`src/rtl/clkdiv_seq_pkg.sv`:
```
package clkdiv_seq_pkg;

    localparam int unsigned NUM_RATIOS = 5;
    localparam int unsigned IDX_W      = 3;

    typedef enum logic [2:0] {
        S_IDLE, S_PLAN, S_SR_OFF, S_DIV, S_PLL, S_REF, S_DRAIN, S_SR_ON
    } seq_state_e;

    typedef enum logic [1:0] {
        K_TWO_TO_ONE, K_ONE_TO_TWO, K_SLOWER, K_FASTER
    } step_kind_e;

    function automatic logic [2:0] ratio_code(input logic [IDX_W-1:0] idx);
        case (idx)
            3'd0:    return 3'b000;
            3'd1:    return 3'b001;
            3'd2:    return 3'b011;
            3'd3:    return 3'b010;
            default: return 3'b100;
        endcase
    endfunction

    function automatic int unsigned ratio_div(input logic [IDX_W-1:0] idx);
        case (idx)
            3'd0:    return 1;
            3'd1:    return 2;
            3'd2:    return 4;
            3'd3:    return 6;
            default: return 8;
        endcase
    endfunction

    function automatic longint unsigned refresh_for(input longint unsigned hz,
                                                    input int unsigned div);
        longint unsigned den;
        den = 64 * longint'(div) * 64'd1_000_000_000;
        return (hz * 64'd7800) / den;
    endfunction

endpackage

```
`src/rtl/clkdiv_step_plan.sv`:
```
module clkdiv_step_plan
    import clkdiv_seq_pkg::*;
(
    input  logic [IDX_W-1:0] cur_idx_i,
    input  logic [IDX_W-1:0] tgt_idx_i,
    output logic [IDX_W-1:0] step_idx_o,
    output step_kind_e       step_kind_o
);
    // divisor grows monotonically with index, so indices compare directly
    always_comb begin
        if ((cur_idx_i == 3'd0 && tgt_idx_i > 3'd1) ||
            (cur_idx_i > 3'd1 && tgt_idx_i == 3'd0))
            step_idx_o = 3'd1;
        else
            step_idx_o = tgt_idx_i;

        if (cur_idx_i == 3'd1 && step_idx_o == 3'd0)
            step_kind_o = K_TWO_TO_ONE;
        else if (cur_idx_i == 3'd0 && step_idx_o == 3'd1)
            step_kind_o = K_ONE_TO_TWO;
        else if (step_idx_o > cur_idx_i)
            step_kind_o = K_SLOWER;
        else
            step_kind_o = K_FASTER;
    end
endmodule

```
`src/rtl/clkdiv_wait_timer.sv`:
```
module clkdiv_wait_timer #(
    parameter int unsigned W = 20
) (
    input  logic         clk,
    input  logic         rst_n,
    input  logic         load_i,
    input  logic [W-1:0] load_val_i,
    output logic         expired_o
);
    typedef struct packed {
        logic         active;
        logic [W-1:0] cnt;
    } tmr_t;

    tmr_t tmr_d, tmr_q;

    assign expired_o = tmr_q.active && (tmr_q.cnt == '0);

    always_comb begin
        tmr_d = tmr_q;
        if (load_i) begin
            tmr_d.active = 1'b1;
            tmr_d.cnt    = load_val_i;
        end else if (expired_o) begin
            tmr_d.active = 1'b0;
        end else if (tmr_q.active) begin
            tmr_d.cnt = tmr_q.cnt - 1'b1;
        end
    end

    always_ff @(posedge clk or negedge rst_n) begin
        if (!rst_n) tmr_q <= '0;
        else        tmr_q <= tmr_d;
    end

    // an armed count steps down by one each cycle until it expires
    a_r8_timer_steps: assert property (@(posedge clk) disable iff (!rst_n)
        (tmr_q.active && tmr_q.cnt != '0 && !load_i) |=> (tmr_q.cnt == $past(tmr_q.cnt) - 1'b1));
endmodule

```
`src/rtl/clkdiv_step_seq.sv`:
```
module clkdiv_step_seq
    import clkdiv_seq_pkg::*;
#(
    parameter longint unsigned CORE_HZ      = 500_000_000,
    parameter int unsigned     PLL_LOCK_CYC = 16,
    parameter int unsigned     DRAIN_MARGIN = 16,
    parameter int unsigned     REF_W        = 7,
    parameter int unsigned     TMR_W        = 20
) (
    input  logic             clk,
    input  logic             rst_n,
    input  logic             start_i,
    input  logic [2:0]       ratio_idx_i,
    output logic [2:0]       div_code_o,
    output logic [REF_W-1:0] refresh_cnt_o,
    output logic             self_refresh_o,
    output logic             busy_o,
    output logic             done_o,
    output logic             err_o
);
    localparam logic [REF_W-1:0] REF_RESET = REF_W'(refresh_for(CORE_HZ, 1));
    localparam logic [TMR_W-1:0] PLL_LOAD  = TMR_W'(PLL_LOCK_CYC - 1);

    typedef struct packed {
        seq_state_e       state;
        logic [IDX_W-1:0] cur;
        logic [IDX_W-1:0] tgt;
        logic [IDX_W-1:0] step;
        step_kind_e       kind;
        logic [2:0]       code;
        logic [REF_W-1:0] rcnt;
        logic             sref;
        logic             done;
        logic             err;
    } seq_t;

    seq_t q, d;

    // refresh count per ratio, fixed at elaboration
    logic [REF_W-1:0] ref_tab [NUM_RATIOS];
    for (genvar gi = 0; gi < NUM_RATIOS; gi++) begin : g_ref_tab
        assign ref_tab[gi] = REF_W'(refresh_for(CORE_HZ, ratio_div(IDX_W'(gi))));
    end

    logic [IDX_W-1:0] plan_step;
    step_kind_e       plan_kind;
    logic             tmr_load, tmr_exp;
    logic [TMR_W-1:0] tmr_val, drain_len;
    logic             slowing;

    clkdiv_step_plan u_plan (
        .cur_idx_i  (q.cur),
        .tgt_idx_i  (q.tgt),
        .step_idx_o (plan_step),
        .step_kind_o(plan_kind)
    );

    clkdiv_wait_timer #(.W(TMR_W)) u_timer (
        .clk       (clk),
        .rst_n     (rst_n),
        .load_i    (tmr_load),
        .load_val_i(tmr_val),
        .expired_o (tmr_exp)
    );

    assign slowing   = (q.kind == K_ONE_TO_TWO) || (q.kind == K_SLOWER);
    assign drain_len = TMR_W'(64) * (TMR_W'(q.rcnt) + TMR_W'(ref_tab[q.step]))
                     * TMR_W'(ratio_div(q.cur)) + TMR_W'(DRAIN_MARGIN) - 1'b1;

    always_comb begin
        d        = q;
        d.done   = 1'b0;
        d.err    = 1'b0;
        tmr_load = 1'b0;
        tmr_val  = PLL_LOAD;
        case (q.state)
            S_IDLE: if (start_i) begin
                if (ratio_idx_i > 3'd4)      d.err  = 1'b1;
                else if (ratio_idx_i == q.cur) d.done = 1'b1;
                else begin
                    d.tgt   = ratio_idx_i;
                    d.state = S_PLAN;
                end
            end
            S_PLAN: begin
                if (q.cur == q.tgt) begin
                    d.done  = 1'b1;
                    d.state = S_IDLE;
                end else begin
                    d.step = plan_step;
                    d.kind = plan_kind;
                    case (plan_kind)
                        K_TWO_TO_ONE: d.state = S_SR_OFF;
                        K_FASTER:     d.state = S_DIV;
                        default:      d.state = S_REF;
                    endcase
                end
            end
            S_SR_OFF: begin
                d.sref  = 1'b0;
                d.state = S_DIV;
            end
            S_DIV: begin
                d.code   = ratio_code(q.step);
                d.cur    = q.step;
                tmr_load = 1'b1;
                tmr_val  = PLL_LOAD;
                d.state  = S_PLL;
            end
            S_PLL: if (tmr_exp) begin
                case (q.kind)
                    K_ONE_TO_TWO: d.state = S_SR_ON;
                    K_SLOWER:     d.state = S_PLAN;
                    default:      d.state = S_REF;
                endcase
            end
            S_REF: begin
                d.rcnt = ref_tab[q.step];
                if (slowing && !q.sref) begin
                    tmr_load = 1'b1;
                    tmr_val  = drain_len;
                    d.state  = S_DRAIN;
                end else if (slowing) begin
                    d.state = S_DIV;
                end else begin
                    d.state = S_PLAN;
                end
            end
            S_DRAIN: if (tmr_exp) d.state = S_DIV;
            S_SR_ON: begin
                d.sref  = 1'b1;
                d.state = S_PLAN;
            end
            default: d.state = S_IDLE;
        endcase
    end

    always_ff @(posedge clk or negedge rst_n) begin
        if (!rst_n) begin
            q       <= '0;
            q.state <= S_IDLE;
            q.kind  <= K_FASTER;
            q.rcnt  <= REF_RESET;
        end else begin
            q <= d;
        end
    end

    assign div_code_o     = q.code;
    assign refresh_cnt_o  = q.rcnt;
    assign self_refresh_o = q.sref;
    assign busy_o         = (q.state != S_IDLE);
    assign done_o         = q.done;
    assign err_o          = q.err;

    // only the five legal select codes ever appear
    a_r1_code_legal: assert property (@(posedge clk) disable iff (!rst_n)
        (q.code != 3'b101) && (q.code != 3'b110) && (q.code != 3'b111));
    // an error pulse comes with no field write
    a_r2_err_no_write: assert property (@(posedge clk) disable iff (!rst_n)
        q.err |-> ($stable(q.code) && $stable(q.rcnt) && $stable(q.sref)));
    // at rest self-refresh tracks whether the clock is divided
    a_r6_sref_at_rest: assert property (@(posedge clk) disable iff (!rst_n)
        (q.state == S_IDLE) |-> (q.sref == (q.cur != 3'd0)));
    // nothing moves while the PLL is locking
    a_r8_pll_hold: assert property (@(posedge clk) disable iff (!rst_n)
        (q.state == S_PLL) |=> ($stable(q.code) && $stable(q.rcnt) && $stable(q.sref) && !q.done));
    // a start while busy does not retarget
    a_r11_busy_ignore: assert property (@(posedge clk) disable iff (!rst_n)
        ((q.state != S_IDLE) && start_i) |=> $stable(q.tgt));
    // done and error never coincide and only appear at rest
    a_r12_done_clean: assert property (@(posedge clk) disable iff (!rst_n)
        q.done |-> (!q.err && q.state == S_IDLE));
endmodule

```
`config.mk`:
```
export PLATFORM = sky130hd
export DESIGN_NAME = clkdiv_step_seq
export DESIGN_NICKNAME = d
export VERILOG_FILES = /design/src/rtl/clkdiv_seq_pkg.sv /design/src/rtl/clkdiv_step_plan.sv /design/src/rtl/clkdiv_wait_timer.sv /design/src/rtl/clkdiv_step_seq.sv
export SDC_FILE = /design/constraint.sdc
export NUM_CORES = 1
export LEC_CHECK = 0
export ABC_AREA = 1
export BUFFER_PORTS_ARGS = -buffer_cell sky130_fd_sc_hd__buf_2
export CAP_MARGIN = 25
export CORE_MARGIN = 5
export CORE_UTILIZATION = 35
export DETAILED_ROUTE_END_ITERATION = 10
export GPL_ROUTABILITY_DRIVEN = 0
export SLEW_MARGIN = 0
export SYNTH_ARGS = -nofsm -noshare
export SYNTH_HDL_FRONTEND = slang
export SYNTH_SLANG_ARGS = --single-unit
```
`constraint.sdc`:
```
create_clock -name clk -period 9.4 [get_ports clk]
set_clock_uncertainty 0.15 [all_clocks]
set_input_delay 0.94 -clock clk [delete_from_list [all_inputs] [get_ports clk]]
set_output_delay 0.94 -clock clk [all_outputs]
set_load 0.02 [all_outputs]
```
==> results of run 1 <==
-- state kept, by name, indices dropped and copies added (netlist names) --
| register | cells |
|---|---|
| done_o | 1 |
| div_code_o | 3 |
| self_refresh_o | 1 |
| q | 14 |
| err_o | 1 |
| refresh_cnt_o | 6 |
| u_timer.tmr_q | 21 |
-- where the power goes --
part	internal [W]	total (W)	switching [W]	leakage (nW)
clock	0.000132	0.000212	0.0000792	0.0868
sequential	0.000202	0.000202	0	0.625
combinational	0.00000180	0.00000762	0.00000582	1.69
-- path summary, 6_finish.rpt --
kind | endpoint | slack (ns)
max in group asynchronous | refresh_cnt_o[1]$_DFFE_PN0P_ | 8.10
min in group asynchronous | u_timer.tmr_q[17]$_DFFE_PN0P_ | 0.57
worst max-delay path | u_timer.tmr_q[15]$_DFFE_PN0P_ | 4.73
worst min-delay path | refresh_cnt_o[2]$_DFFE_PN1P_ | 0.33
worst max register to register | u_timer.tmr_q[15]$_DFFE_PN0P_ | 4.73
worst min register to register | refresh_cnt_o[2]$_DFFE_PN1P_ | 0.33
-- worst register-to-register path, cell delays in order, from the launching register on --
cell and delay [ns]:
dfrtp_1 0.41, inv_1 0.11, o21ai_0 0.25, ha_1 0.24
inv_1 0.06, fa_1 0.37, or2_2 0.33, nand2_1 0.06
nand2_1 0.04, nand2_1 0.06, nand2_1 0.07, nand2_1 0.11
nor2_1 0.07, fa_1 0.52, inv_1 0.06, fa_1 0.52
inv_1 0.04, ha_1 0.34, nand2_1 0.09, nand2_1 0.07
a21oi_1 0.19, nand3_1 0.11, nand3_1 0.13, nand2_1 0.06
nand2_1 0.05, nand2_1 0.05
-- placed cells by master (no fill, tap or decap), types with 8 or more instances in the layout --
cell type and instances:
a21oi_1 13, buf_2 18, dfrtp_1 41, fa_1 11
ha_1 28, inv_1 76, nand2_1 177, nand3_1 35
nand4_1 9, nor2_1 75, o21ai_0 34, or2_2 8
xnor2_1 9
-- cell type report --
class	instances	area, sq um	area share, %
clock buffers	6	139	3.19
clock inverters	2	35.0	0.803
well taps	143	179	4.10
repair buffers	19	97.6	2.24
multi-input cells	440	2420	55.5
flip-flops and latches	47	1180	27.1
inverters	81	305	7.00
-- metrics by stage --
stage               total power (W)  hold slack [ns]  std cells  cell area [sq um]
floorplan                  0.000208            0.300        586               4030
global placement           0.000214            0.318        730               4190
detailed placement         0.000214            0.321        730               4190
CTS                        0.000427            0.334        738               4360
global route               0.000435            0.362        738               4360
finish                     0.000422            0.332        738               4360
-- per-layer routing --
layer	global-route usage (%)	vias to the layer above	wire length, um
li1	-	1854	-
met1	17.8	1636	4240
met2	23.5	56	4280
met3	2.98	17	311
met4	5.50	0	204
met5	0	-	0
-- cell families after synthesis --
kind of cell	Yosys count	share of synthesized area (%)
other	1	0.0931
AOI/OAI and AO/OA	62	8.57
xor gates and xnor gates	12	2.61
buffers and inverters	99	10.5
and+or+nand+nor	326	34.7
DFF	47	29.4
adders and majority gates	39	14.2
==> impl_metrics.py, run 1 <==
metrics = {
    "yosys": {
        "synth_cell_types": 39,
        "synth-edff-count": 0,
        "netlist_area_sq_um": 4030,
        "synth.area.top_cells": "dfrtp_1 25%, nand2_1 16%, ha_1 8.7%",
        "seq_area_frac_synth_pct": 29.4,
        "synth_most_common_cell": "nand2_1",
        "yosys_warnings": 0,
        "synth_top_cell_area_share_pct": 25.5,
        "synthCells": 586,
        "synth_nets": 631,
        "async_reset_ff_share_pct": 100,
        "yosys-top-cells-count": "177 x nand2_1, 76 x inv_1, 75 x nor2_1, 41 x dfrtp_1, 35 x nand3_1",
        "synth_seq_cells": 47,
        "yosys.area.top_type": "dfrtp_1",
        "avgSynthCellArea_sq_um": 6.88,
        "ys.flop_type": "dfrtp_1",
    },
    "sta": {
        "hold_viol": 0,
        "relSlewSlack_pct": 51.7,
        "rsz0062_at_grt": "no",
        "tns_ns": 0,
        "setup_viol": 0,
        "fin_ws_ns": 4.73,
        "maxSlewViolCount": 0,
        "min_period_ns": 4.67,
        "max_freq_mhz": 214,
        "fin_crit_sh_pct": 49.7,
        "worstMarginPinSlew_ns": 0.722,
    },
    "worst_setup_path": {
        "crit_family": "adder cells",
        "path_class": "reg -> reg",
        "regToRegStartpoint": "q[16]$_DFFE_PN0P_",
        "worst-path-buf-inv": 4,
        "cp-start-kind": "register",
        "crit_fanout": 5,
        "cp-end-kind": "register",
        "crit_start": "q[16]$_DFFE_PN0P_",
        "crit_arrival_ns": 4.71,
        "worstPathRequired_ns": 9.44,
        "r2r_cells": 25,
        "cp_slowest_cell": "fa_1",
        "path_depth": 25,
        "max_stage_delay_ns": 0.52,
        "crit_top_cell": "nand2_1",
    },
    "routing": {
        "ant_nets": 0,
        "drtIter0Drc": 174,
        "drc_errors": 0,
        "avgViaCountPerCell": 4.83,
        "post_drt_wl_per_cell_um": 12.2,
        "vias": 3563,
        "drt_wl_total_mm": 9.03,
        "dr.pass1.iters": 4,
    },
    "global_routing": {
        "antenna_found_initial": 0,
        "grt_overflow": 0,
        "grt_pass1_vias": 3611,
        "grt_max_degree": 48,
        "grt_pass1_wl_mm": 15.8,
        "grt_usage_pct": 14.1,
    },
    "power_and_ir_drop": {
        "powerDensity_nw_per_um2": 96.7,
        "peakVddDrop_mv": 0.0836,
        "p_leak_nw": 2.40,
    },
    "floorplanning": {
        "die_h_um": 117,
        "fp-row-count": 39,
        "die_x_um": 117,
        "dieArea_sq_um": 13800,
        "io_pins": 20,
        "core_area_sq_um": 11400,
        "start_util_pct": 35.4,
    },
    "final_layout": {
        "utilization_pct": 38.4,
        "nNetsFinal": 639,
        "drive_above_1_share_pct": 9.24,
        "area_growth_pct": 8.23,
        "n_fill_cell": 1205,
        "n_antenna_cell": 0,
    },
    "clock_tree": {
        "htreeDepth": 2,
        "cts_buffers": 5,
        "root_buffer": "clkbuf_16",
        "clock-sinks": 47,
        "postCtsHoldBufs": 0,
        "clockBufferDepth": 2,
        "cts_resized": 0,
        "clk_pin_slew_ns": 0.07,
        "post_cts.repair.setup_buffers": 0,
        "clock_latency_ns": 0.30,
        "cts_tree": "built",
    },
    "placed_design": {
        "dp_hpwl_mm": 7.07,
        "preCtsSetupSlack_ns": 4.74,
        "port_buffers": 18,
    },
    "hold_path": {
        "hold_path_class": "reg -> reg",
        "hold_depth": 2,
        "min_from": "refresh_cnt_o[2]$_DFFE_PN1P_",
    },
    "flow_run": {
        "drv_cap": 0,
    },
    "run_status": {
        "status": "finished, final reports clean",
    },
}
Power figures use the tool's default switching activity.
==> run 2: changes to the inputs <==
==> constraint.sdc (replaced) <==
create_clock -name clk -period 4 [get_ports clk]
set_clock_uncertainty 0.15 [all_clocks]
set_input_delay 0.4 -clock clk [delete_from_list [all_inputs] [get_ports clk]]
set_output_delay 0.4 -clock clk [all_outputs]
set_load 0.02 [all_outputs]
==> impl_metrics.py, run 2 (synthesis results as in run 1) <==
metrics = {
    "run_status": {
        "violations": "negative setup slack",
        "status": "finished with violations",
    },
    "global_routing": {
        "grt_max_degree": 36,
        "grt_usage_pct": 14.9,
        "grt_pass1_vias": 3753,
        "grt_pass1_wl_mm": 16.7,
        "antenna_found_initial": 0,
        "grt_overflow": 0,
    },
    "sta": {
        "hold_viol": 0,
        "setup_viol": 4,
        "min_period_ns": 4.05,
        "worstMarginPinSlew_ns": 0.730,
        "maxSlewViolCount": 0,
        "rsz0062_at_grt": "yes",
        "max_freq_mhz": 247,
        "relSlewSlack_pct": 51.2,
        "fin_crit_sh_pct": 101,
        "fin_ws_ns": -0.0453,
    },
    "floorplanning": {
        "core_area_sq_um": 11400,
        "fp-row-count": 39,
        "die_x_um": 117,
        "start_util_pct": 35.4,
        "io_pins": 20,
        "die_h_um": 117,
        "dieArea_sq_um": 13800,
    },
    "routing": {
        "post_drt_wl_per_cell_um": 12.2,
        "vias": 3702,
        "drt_wl_total_mm": 9.34,
        "dr.pass1.iters": 4,
        "drtIter0Drc": 173,
        "ant_nets": 0,
        "avgViaCountPerCell": 4.83,
        "drc_errors": 0,
    },
    "power_and_ir_drop": {
        "peakVddDrop_mv": 0.152,
        "power.total_w": 0.000922,
        "powerDensity_nw_per_um2": 195,
        "p_leak_nw": 2.53,
    },
    "final_layout": {
        "n_antenna_cell": 0,
        "register_area_sq_um": 1180,
        "multi_input_area_sq_um": 2610,
        "drive_above_1_share_pct": 19.4,
        "mostFrequentLayoutCells": "168 x nand2_1, 71 x nor2_1, 69 x inv_1",
        "max_flop_register": "u_timer.tmr_q",
        "layout_commonest_cell": "nand2_1",
        "n_fill_cell": 1172,
        "nNetsFinal": 668,
        "area_growth_pct": 17.5,
        "largest_register_ffs": 21,
    },
    "clock_tree": {
        "clock_latency_ns": 0.30,
        "root_buffer": "clkbuf_16",
        "cts_tree": "built",
        "clockBufferDepth": 2,
        "clk_pin_slew_ns": 0.07,
        "cts_buffers": 5,
        "clock-sinks": 47,
        "htreeDepth": 2,
    },
    "flow_run": {
        "drv_cap": 0,
    },
    "worst_setup_path": {
        "cp-start-kind": "register",
        "crit_arrival_ns": 4.09,
        "worstPathRequired_ns": 4.04,
        "path_class": "reg -> reg",
        "crit_fanout": 4,
        "cp-end-kind": "register",
    },
    "placed_design": {
        "port_buffers": 18,
        "dp_hpwl_mm": 7.29,
        "preCtsSetupSlack_ns": -0.252,
    },
    "hold_path": {
        "hold_path_class": "in -> reg",
    },
}
run 2: final timing paths:
check,start,end,slack (ns),cells past startpoint
setup / recovery,q[16]$_DFFE_PN0P_,u_timer.tmr_q[14]$_DFFE_PN0P_,-0.05,24
hold / removal,start_i,err_o$_DFF_PN0_,0.23,3
setup reg to reg,q[16]$_DFFE_PN0P_,u_timer.tmr_q[14]$_DFFE_PN0P_,-0.05,24
hold reg to reg,refresh_cnt_o[4]$_DFFE_PN1P_,refresh_cnt_o[4]$_DFFE_PN1P_,0.33,2
max in group asynchronous,rst_n,refresh_cnt_o[3]$_DFFE_PN1P_,2.51,3
min in group asynchronous,rst_n,u_timer.tmr_q[18]$_DFFE_PN0P_,0.39,2
run 2: worst max-delay path: stages (launching register included):
cell      delay [ns]
dfrtp_1         0.39
inv_2           0.06
o21ai_2         0.15
ha_2            0.21
inv_2           0.04
fa_2            0.33
or2_4           0.25
nand2_2         0.05
nand2_1         0.04
nand2_1         0.08
nand2_2         0.08
nand2_4         0.08
nor2_2          0.04
fa_1            0.50
inv_2           0.04
fa_1            0.51
inv_2           0.05
ha_4            0.24
or2_4           0.25
nand3b_1        0.10
nand3b_1        0.08
nand3_1         0.08
nand2_1         0.06
nand2_1         0.05
nand2_1         0.05
run 2: stage by stage:
step / hold WS [ns] / cell area, sq um / setup TNS [ns] / util, % / cells
after floorplan: -0.0456 / 4070 / 0 / - / 586
after global placement: 0.166 / 4410 / -0.517 / 38.8 / 755
after detailed placement: 0.169 / 4410 / -1.21 / 38.8 / 755
after CTS: 0.236 / 4660 / -0.302 / 41.0 / 766
after global routing: 0.239 / 4730 / -1.84 / 41.6 / 767
final: 0.233 / 4730 / -0.143 / 41.6 / 767
run 2: layout make-up:
class | count | share of cell area, %
multi-input cells | 440 | 55.0
flip-flops and latches | 47 | 25.0
repair buffers | 48 | 6.71
inverters | 81 | 6.45
well taps | 143 | 3.78
clock buffers | 5 | 2.64
clock inverters | 3 | 0.396
run 2: routing by layer:
layer / vias up / global-route usage (%) / routed length [um]
met5: - / 0 / 0
met4: 0 / 3.90 / 123
met3: 11 / 2.21 / 284
met2: 47 / 25.2 / 4450
met1: 1736 / 19.9 / 4490
li1: 1908 / - / -
run 2: report_power, final:
part	total, W	internal [W]	switching [W]
Combinational	0.0000191	0.00000486	0.0000143
Clock	0.000427	0.000232	0.000195
Sequential	0.000475	0.000475	0
Total	0.000922	0.000712	0.000209
run 2: repair_timing:
item | CTS | global route
resized for setup | 19 | 19
hold buffers | 1 | 0
setup buffers | 2 | 1
pin swaps | 23 | 10
cloned | 0 | 0
endpoints found under the hold margin | 12 | 0
endpoints found under the setup margin | 7 | 8
